==> src/rtl/sram_seq_pkg.sv <==
package sram_seq_pkg;

  typedef enum logic [2:0] {
    ST_IDLE  = 3'd0,
    ST_TURN  = 3'd1,
    ST_WRITE = 3'd2,
    ST_READ  = 3'd3,
    ST_PAD   = 3'd4
  } seq_state_t;

  // Rounded-up conversion of a time in ns to clock cycles, never below one.
  function automatic int unsigned ns_to_cyc(input int unsigned ns, input int unsigned clk_ns);
    int unsigned c;
    c = (ns + clk_ns - 1) / clk_ns;
    if (c == 0) c = 1;
    return c;
  endfunction

  function automatic int unsigned max_u(input int unsigned a, input int unsigned b);
    return (a > b) ? a : b;
  endfunction

  // Filler cycles needed so that a phase of 'phase' cycles meets a cycle floor 'cyc'.
  function automatic int unsigned pad_cyc(input int unsigned phase, input int unsigned cyc);
    return (cyc > phase) ? (cyc - phase) : 0;
  endfunction

endpackage

==> src/rtl/sram_seq_timer.sv <==
module sram_seq_timer #(
  parameter int unsigned CW = 4
) (
  input  logic          clk,
  input  logic          rst_n,
  input  logic          load,
  input  logic [CW-1:0] load_val,
  output logic          done
);

  logic [CW-1:0] remain;

  always_ff @(posedge clk) begin
    if (!rst_n) begin
      remain <= '0;
    end else if (load) begin
      remain <= load_val;
    end else if (remain != '0) begin
      remain <= remain - 1'b1;
    end
  end

  assign done = (remain == '0);

endmodule

==> src/rtl/sram_seq_fsm.sv <==
module sram_seq_fsm
  import sram_seq_pkg::*;
#(
  parameter int unsigned WP_CYC  = 1,
  parameter int unsigned ACC_CYC = 1,
  parameter int unsigned TA_CYC  = 1,
  parameter int unsigned CYC_CYC = 1,
  parameter int unsigned CW      = 1
) (
  input  logic          clk,
  input  logic          rst_n,
  input  logic          req_valid,
  input  logic          req_write,
  input  logic          tmr_done,
  output logic          ready,
  output logic          accept,
  output logic          cap_fire,
  output logic          tmr_load,
  output logic [CW-1:0] tmr_val,
  output seq_state_t    state_nxt
);

  localparam int unsigned WR_PAD = pad_cyc(WP_CYC, CYC_CYC);
  localparam int unsigned RD_PAD = pad_cyc(ACC_CYC, CYC_CYC);

  localparam logic [CW-1:0] WP_LD  = CW'(WP_CYC - 1);
  localparam logic [CW-1:0] ACC_LD = CW'(ACC_CYC - 1);
  localparam logic [CW-1:0] TA_LD  = CW'(TA_CYC - 1);
  localparam logic [CW-1:0] WRP_LD = CW'((WR_PAD > 0) ? WR_PAD - 1 : 0);
  localparam logic [CW-1:0] RDP_LD = CW'((RD_PAD > 0) ? RD_PAD - 1 : 0);

  seq_state_t state;
  logic       owe_turn;

  assign ready  = (state == ST_IDLE);
  assign accept = ready && req_valid;

  always_comb begin
    state_nxt = state;
    tmr_load  = 1'b0;
    tmr_val   = '0;
    cap_fire  = 1'b0;
    unique case (state)
      ST_IDLE: begin
        if (req_valid) begin
          tmr_load = 1'b1;
          if (req_write && owe_turn) begin
            state_nxt = ST_TURN;
            tmr_val   = TA_LD;
          end else if (req_write) begin
            state_nxt = ST_WRITE;
            tmr_val   = WP_LD;
          end else begin
            state_nxt = ST_READ;
            tmr_val   = ACC_LD;
          end
        end
      end
      ST_TURN: begin
        if (tmr_done) begin
          state_nxt = ST_WRITE;
          tmr_load  = 1'b1;
          tmr_val   = WP_LD;
        end
      end
      ST_WRITE: begin
        if (tmr_done) begin
          if (WR_PAD > 0) begin
            state_nxt = ST_PAD;
            tmr_load  = 1'b1;
            tmr_val   = WRP_LD;
          end else begin
            state_nxt = ST_IDLE;
          end
        end
      end
      ST_READ: begin
        if (tmr_done) begin
          cap_fire = 1'b1;
          if (RD_PAD > 0) begin
            state_nxt = ST_PAD;
            tmr_load  = 1'b1;
            tmr_val   = RDP_LD;
          end else begin
            state_nxt = ST_IDLE;
          end
        end
      end
      ST_PAD: begin
        if (tmr_done) state_nxt = ST_IDLE;
      end
      default: state_nxt = ST_IDLE;
    endcase
  end

  always_ff @(posedge clk) begin
    if (!rst_n) begin
      state    <= ST_IDLE;
      owe_turn <= 1'b0;
    end else begin
      state <= state_nxt;
      if (cap_fire)
        owe_turn <= 1'b1;
      else if (state_nxt == ST_WRITE)
        owe_turn <= 1'b0;
    end
  end

endmodule

==> src/rtl/sram_seq_pins.sv <==
module sram_seq_pins
  import sram_seq_pkg::*;
#(
  parameter int unsigned AW = 15,
  parameter int unsigned DW = 8
) (
  input  logic          clk,
  input  logic          rst_n,
  input  seq_state_t    state_nxt,
  input  logic          accept,
  input  logic [AW-1:0] req_addr,
  input  logic [DW-1:0] req_wdata,
  input  logic          cap_fire,
  input  logic [DW-1:0] mem_dq_in,
  output logic [AW-1:0] mem_addr,
  output logic          mem_ce_n,
  output logic          mem_we_n,
  output logic          mem_oe_n,
  output logic [DW-1:0] mem_dq_out,
  output logic          mem_dq_oe,
  output logic          rsp_valid,
  output logic [DW-1:0] rsp_rdata
);

  logic nxt_wr, nxt_rd;

  assign nxt_wr = (state_nxt == ST_WRITE);
  assign nxt_rd = (state_nxt == ST_READ);

  always_ff @(posedge clk) begin
    if (!rst_n) begin
      mem_addr   <= '0;
      mem_dq_out <= '0;
      mem_ce_n   <= 1'b1;
      mem_we_n   <= 1'b1;
      mem_oe_n   <= 1'b1;
      mem_dq_oe  <= 1'b0;
      rsp_valid  <= 1'b0;
      rsp_rdata  <= '0;
    end else begin
      if (accept) begin
        mem_addr   <= req_addr;
        mem_dq_out <= req_wdata;
      end
      mem_ce_n  <= !(nxt_wr || nxt_rd);
      mem_we_n  <= !nxt_wr;
      mem_oe_n  <= !nxt_rd;
      mem_dq_oe <= nxt_wr;
      rsp_valid <= cap_fire;
      if (cap_fire) rsp_rdata <= mem_dq_in;
    end
  end

endmodule

==> src/rtl/sram_seq_ctrl.sv <==
module sram_seq_ctrl
  import sram_seq_pkg::*;
#(
  parameter int unsigned AW            = 15,
  parameter int unsigned DW            = 8,
  parameter int unsigned CLK_NS        = 10,
  parameter int unsigned ACCESS_NS     = 10,
  parameter int unsigned WR_PULSE_NS   = 8,
  parameter int unsigned DATA_SETUP_NS = 7,
  parameter int unsigned RELEASE_NS    = 5,
  parameter int unsigned CYCLE_NS      = 10
) (
  input  logic          clk,
  input  logic          rst_n,
  input  logic          req_valid,
  output logic          req_ready,
  input  logic          req_write,
  input  logic [AW-1:0] req_addr,
  input  logic [DW-1:0] req_wdata,
  output logic          rsp_valid,
  output logic [DW-1:0] rsp_rdata,
  output logic [AW-1:0] mem_addr,
  output logic          mem_ce_n,
  output logic          mem_we_n,
  output logic          mem_oe_n,
  output logic [DW-1:0] mem_dq_out,
  output logic          mem_dq_oe,
  input  logic [DW-1:0] mem_dq_in
);

  localparam int unsigned ACC_CYC = ns_to_cyc(ACCESS_NS, CLK_NS);
  localparam int unsigned WP_CYC  = max_u(ns_to_cyc(WR_PULSE_NS, CLK_NS),
                                          ns_to_cyc(DATA_SETUP_NS, CLK_NS));
  localparam int unsigned TA_CYC  = ns_to_cyc(RELEASE_NS, CLK_NS);
  localparam int unsigned CYC_CYC = ns_to_cyc(CYCLE_NS, CLK_NS);
  localparam int unsigned MAX_CYC = max_u(max_u(ACC_CYC, WP_CYC), max_u(TA_CYC, CYC_CYC));
  localparam int unsigned CW      = $clog2(MAX_CYC + 1);

  // Named internal events, visible to the bound checker.
  logic          op_accept;
  logic          rd_capture;
  logic          tmr_load;
  logic          tmr_done;
  logic [CW-1:0] tmr_val;
  seq_state_t    state_nxt;

  sram_seq_fsm #(
    .WP_CYC (WP_CYC),
    .ACC_CYC(ACC_CYC),
    .TA_CYC (TA_CYC),
    .CYC_CYC(CYC_CYC),
    .CW     (CW)
  ) u_fsm (
    .clk      (clk),
    .rst_n    (rst_n),
    .req_valid(req_valid),
    .req_write(req_write),
    .tmr_done (tmr_done),
    .ready    (req_ready),
    .accept   (op_accept),
    .cap_fire (rd_capture),
    .tmr_load (tmr_load),
    .tmr_val  (tmr_val),
    .state_nxt(state_nxt)
  );

  sram_seq_timer #(.CW(CW)) u_timer (
    .clk     (clk),
    .rst_n   (rst_n),
    .load    (tmr_load),
    .load_val(tmr_val),
    .done    (tmr_done)
  );

  sram_seq_pins #(.AW(AW), .DW(DW)) u_pins (
    .clk       (clk),
    .rst_n     (rst_n),
    .state_nxt (state_nxt),
    .accept    (op_accept),
    .req_addr  (req_addr),
    .req_wdata (req_wdata),
    .cap_fire  (rd_capture),
    .mem_dq_in (mem_dq_in),
    .mem_addr  (mem_addr),
    .mem_ce_n  (mem_ce_n),
    .mem_we_n  (mem_we_n),
    .mem_oe_n  (mem_oe_n),
    .mem_dq_out(mem_dq_out),
    .mem_dq_oe (mem_dq_oe),
    .rsp_valid (rsp_valid),
    .rsp_rdata (rsp_rdata)
  );

endmodule

==> config.mk <==
export PLATFORM = sky130hd
export DESIGN_NAME = sram_seq_ctrl
export DESIGN_NICKNAME = d
export VERILOG_FILES = /design/src/rtl/sram_seq_pkg.sv /design/src/rtl/sram_seq_timer.sv /design/src/rtl/sram_seq_fsm.sv /design/src/rtl/sram_seq_pins.sv /design/src/rtl/sram_seq_ctrl.sv
export SDC_FILE = /design/constraint.sdc
export NUM_CORES = 1
export LEC_CHECK = 0
export CORE_UTILIZATION = 35
export DETAILED_ROUTE_END_ITERATION = 10
export PLACE_DENSITY = 0.79
export SETUP_SLACK_MARGIN = 0.5
export SLEW_MARGIN = 40
export SYNTH_ARGS = -nofsm -noshare
export SYNTH_HDL_FRONTEND = slang
export SYNTH_SLANG_ARGS = --single-unit
==> constraint.sdc <==
create_clock -name clk -period 1.9 [get_ports clk]
set_clock_uncertainty 0.2 [all_clocks]
set_input_delay 0.38 -clock clk [delete_from_list [all_inputs] [get_ports clk]]
set_output_delay 0.38 -clock clk [all_outputs]
set_load 0.05 [all_outputs]
; ---- Yosys cells after proc, flatten, opt, wreduce, memory -nomap -nowiden
; Cells that the tools add are included.
[word_totals]
inputBits = 35
mem_bits_ro = 0
register_bits = 41
wordCells = 42
ramBits = 0
mem_count = 0
latch_bits = 0
out_inout_bits = 37
[classes]
n_eq_ne = 6
n_mux = 12
add_sub_neg = 1
n_reduce_logical = 10
order_cmp = 0
n_shift = 0
n_mul = 0
bitwise = 2
n_div = 0
[ops]
columns = op, count
row1 = $eq 3x2->1 const B, 4
row2 = $mux 3, 4
row3 = $pmux 3 s3, 1
row4 = $mux 1, 6
row5 = $reduce_or 3->1, 2
row6 = $eq 3x1->1 const B, 1
row7 = $eq 3x3->1 const B, 1
row8 = $logic_not 1->1, 3
row9 = $logic_not 3->1, 1
row10 = $logic_and 1x1->1, 2
row11 = $not 1->1, 2
row12 = $pmux 1 s2, 1
row13 = $reduce_bool 2->1, 1
row14 = $logic_or 1x1->1, 1
row15 = $sub 1x1->1 const B, 1

; ---- Depth between registers and ports, before layout
[depth]
depth_word = 7
depth_mapped = 6
ltp_nobuf = 3

; ---- By module
; Synthesis repeated with hierarchy kept, for this count alone.
[hier_totals]
hier_cells = 143
hier_area_um2 = 1616.6
[by_module_without_submodules]
columns = module, seq_area_each_um2, area_per_inst_um2, instances, cells_each
row1 = sram_seq_pins, 720.7, 1327.5, 1, 110
row2 = sram_seq_fsm, 80.1, 259.0, 1, 30
row3 = sram_seq_timer, 20.0, 30.0, 1, 3

; ---- Worst setup path after synthesis
; Ideal clock, no wire load.
[synth_path]
path_kind = register -> output
startpoint = register u_fsm.state[0]
endpoint = output req_ready
arrival_time_ns = 1.488
setup_slack_ns = -0.168
required_time_ns = 1.320
path_stages_with_launch = 3
path_buffers = 1
path_cell_list = dfxtp_1 buf_6 nor3_1
[synth_via]
elab_chain_len = 1
[synth_rtl]
columns = element, line
row1 = start: declaration, sram_seq_fsm.sv:32  ; seq_state_t state;
row2 = start signal: assignment, sram_seq_fsm.sv:101  ; state <= state_nxt;
row3 = $logic_not 3->1, sram_seq_fsm.sv:35  ; assign ready = (state == ST_IDLE);
row4 = end: declaration, sram_seq_ctrl.sv:16  ; output logic req_ready,
; Every way passes these cells.

; ---- Final worst setup path
[layout_path]
startpoint = register u_fsm.state[1]
endpoint = register u_pins.mem_we_n
[layout_via]
elab_chain_len = 5
elab_cells_between_ends = 12
classes_between = eq/ne: 5 / mux: 4 / reduce/logical: 3
[layout_rtl]
columns = element, line
row1 = $eq 3x2->1 or $eq 3x3->1 (tied branches), sram_seq_fsm.sv:43  ; unique case (state)
row2 = $reduce_or 3->1 (no line), --
row3 = $pmux 3 s3 *, sram_seq_fsm.sv:43
row4 = $eq 3x2->1 *, sram_seq_pins.sv:27  ; assign nxt_wr = (state_nxt == ST_WRITE);
row5 = $logic_not 1->1 *, sram_seq_pins.sv:46  ; mem_we_n <= !nxt_wr;
row6 = end signal: assignment, sram_seq_pins.sv:46
row7 = end: declaration, sram_seq_pins.sv:17  ; output logic mem_we_n,
; Every way passes the cells marked *; elsewhere a longest branch is shown, timed or not.
; A chain may end at the register's enable or synchronous reset.

==> results.toml <==
[cts]
cts_buffers = 5
root_buffer = "clkbuf_8"
clockBufferDepth = 2
clock_latency_ns = 0.29
cts_hold_buf = 0
cts.sink_count = 41
cts_tree = "done"
cts_max_level = 2
clk_pin_slew_ns = 0.08

[synthesis]
synthSimpleGateAreaFrac = 0.237
netlist_top_cells_area = "dfxtp_1 (57%), nand2_1 (12%), a21oi_1 (8.3%)"
synth_nets = 198
ys_types = 22
yosysSeqAreaShare = 0.566
netlist_instances = 163
yosys.area_share.xor_xnor = 0
synth_compound_area_frac = 0.104
synth_area_per_cell_um2 = 8.90
yosysTopAreaCellShare = 0.566
synth_adder_area_share = 0
synth-seq-cells = 41
synth_top_family_by_area = "simple AND/OR/NAND/NOR gates"
synth_top_cell_by_area = "dfxtp_1"
ys_warn_count = 0
synthMuxAreaShare = 0.0552
netlist_area_um2 = 1450

[critical_path]
r2r_end = "u_pins.mem_we_n$_SDFF_PN1_"
reg2regPathDepth = 3
cp.arrival_ns = 1.80
end_kind = "flop"
crit_path_max_fanout = 4
crit_path_start = "u_fsm.state[1]$_SDFF_PN0_"
r2r_start = "u_fsm.state[1]$_SDFF_PN0_"
r2r_setup_slack_ns = 0.07
cp-start-kind = "flop"
crit_type = "flop to flop"
crit_required_ns = 1.87

[timing]
final_hold_viol_count = 0
clock.fmax_ghz = 0.547
tns_ns = 0
whs_ns = 0.258
min_period_ns = 1.83
setup_violations = 0
worst_slack_ns = 0.0705
rsz0062_at_grt = "true"
fin_crit_sh = 0.963
slew_viol_final = 0

[finish]
multi_input_area_um2 = 619
fillers = 338
antenna_cells = 0
layout-drive-gt1-share = 0.415
final-seq-area_um2 = 866
nets = 282
area_growth_pct = 76.4
utilization = 0.640
stdcell_count = 298

[detailed_routing]
dr.pass1.iters = 4
vias = 1365
drc = 0
drt_iter0_markers = 37
ant_nets = 0
wirelength_um = 3610
wl_per_cell_um = 12.1
via_per_inst = 4.58

[placed_design]
dp_worst_setup_slack_ns = -0.471
placed_cells = 287
portBuffers = 71
dp.final_hpwl_um = 2320
gp_congestion = 0.864

[status]
status = "finished clean"

[global_route]
grt.overflow.total = 0
antenna_found_initial = 0
grt_pass1_wl_um = 5730
grt_pass1_vias = 1229
gr-usage-all-layers = 0.173
grt_max_degree = 35

[die]
die-width_um = 66.4
die_y_um = 66.4
coreArea_um2 = 4000
dieArea_um2 = 4400
initial_core_util = 0.363
ios = 72
num_rows = 23

[min_path]
hold_end = "u_pins.mem_addr[2]$_SDFFE_PN0P_"
min_path_type = "flop to flop"
min_from = "u_pins.mem_addr[2]$_SDFFE_PN0P_"
min_path_cells = 2

[power]
p_leak_nw = 1.03
ir_worst_vdd_mv = 0.393
power_density_nw_per_um2 = 793

[job]
maxCapViolCount = 0
stage by stage:
stage / power, mW / cell area (µm²)
finish: 2.03 / 2560
global route: 2.12 / 2560
CTS: 2.03 / 2500
detailed placement: 1.42 / 2230
global placement: 1.42 / 2230
floorplan: 1.23 / 1470
state kept, by name, indices dropped and copies added (netlist names):
signal             flops
u_pins.mem_dq_oe       1
u_fsm.owe_turn         1
u_pins.mem_oe_n        1
u_pins.rsp_valid       1
u_pins.mem_addr       15
u_pins.mem_ce_n        1
u_pins.mem_dq_out      8
u_pins.mem_we_n        1
u_timer.remain         1
u_fsm.state            3
u_pins.rsp_rdata       8
synth_stat cells:
master	count
nand3_1	1
nand3b_1	2
clkbuf_1	8
buf_6	1
o21ai_0	2
dfxtp_1	41
nor2_1	9
conb_1	1
a21oi_1	24
nor4bb_1	1
or4b_1	2
mux2i_1	8
nor4b_1	2
nor2b_1	1
and2_1	4
buf_2	1
nor3_1	3
or4b_2	1
o211ai_4	1
nor4_1	1
nand2_1	48
clkinv_1	1
worst max-delay path: stages (launching register included):
cell,delay (ns)
dfxtp_4,0.36
or4b_4,0.54
o211ai_4,0.17
or4b_1,0.44
report_power, final:
| group | internal [mW] | switching (mW) | total, mW | leakage (nW) |
|---|---|---|---|---|
| clock | 0.254 | 0.307 | 0.560 | 0.0439 |
| sequential | 0.915 | 0.0317 | 0.946 | 0.350 |
| combinational | 0.239 | 0.284 | 0.522 | 0.635 |
| total | 1.41 | 0.622 | 2.03 | 1.03 |
timing repair:
action / CTS / global route
endpoints found under the hold margin: 0 / 0
resized for setup: 48 / 35
setup endpoints to repair: 69 / 71
cloned: 1 / 0
pin swaps: 1 / 2
setup buffers: 2 / 0
how the worst max path moves through the flow:
| stage | depth (start not counted) | to | slack [ns] |
|---|---|---|---|
| 3_5_place_dp | 4 | u_pins.mem_we_n$_SDFF_PN1_ | -0.47 |
| 5_1_grt | 3 | u_pins.mem_we_n$_SDFF_PN1_ | 0.02 |
| 6_report | 3 | u_pins.mem_we_n$_SDFF_PN1_ | 0.07 |
| 3_3_place_gp | 4 | u_pins.mem_we_n$_SDFF_PN1_ | -0.43 |
| 4_1_cts | 3 | u_pins.mem_we_n$_SDFF_PN1_ | 0.07 |
| 2_1_floorplan | 5 | u_pins.mem_we_n$_SDFF_PN1_ | -0.06 |
routing by layer:
layer,share of wire,vias to the layer above,GRT usage
met3,0.056,7,0.0638
met2,0.50,42,0.292
li1,-,704,-
met4,0.019,0,0.0559
met5,0,-,0
met1,0.43,612,0.202
cell usage in the layout, fill, tap and decap left out, drive strengths merged, types with 2 or more instances in the layout:
cell,n
nor2,9
clkdlybuf4s50,33
a21oi,24
clkinv,2
dfxtp,41
or4b,3
o21ai,2
clkbuf,5
nor3,3
buf,53
nand2,48
nand3b,2
and2,4
nor4b,2
mux2i,8
cells by family after synthesis:
kind of cell	count (synthesis)
AOI/OAI and AO/OA	27
DFF	41
muxes	8
other	1
buffers and inverters	11
and+or+nand+nor	75
layout make-up:
| type | instances | share of cell area |
|---|---|---|
| Clock buffer | 5 | 0.0269 |
| Clock inverter | 3 | 0.00685 |
| Inverter | 1 | 0.00147 |
| Multi-Input combinational cell | 111 | 0.242 |
| Sequential cell | 41 | 0.338 |
| Tap cell | 50 | 0.0244 |
| Timing Repair Buffer | 87 | 0.360 |
Note: power is estimated with default switching activity, not from simulation.
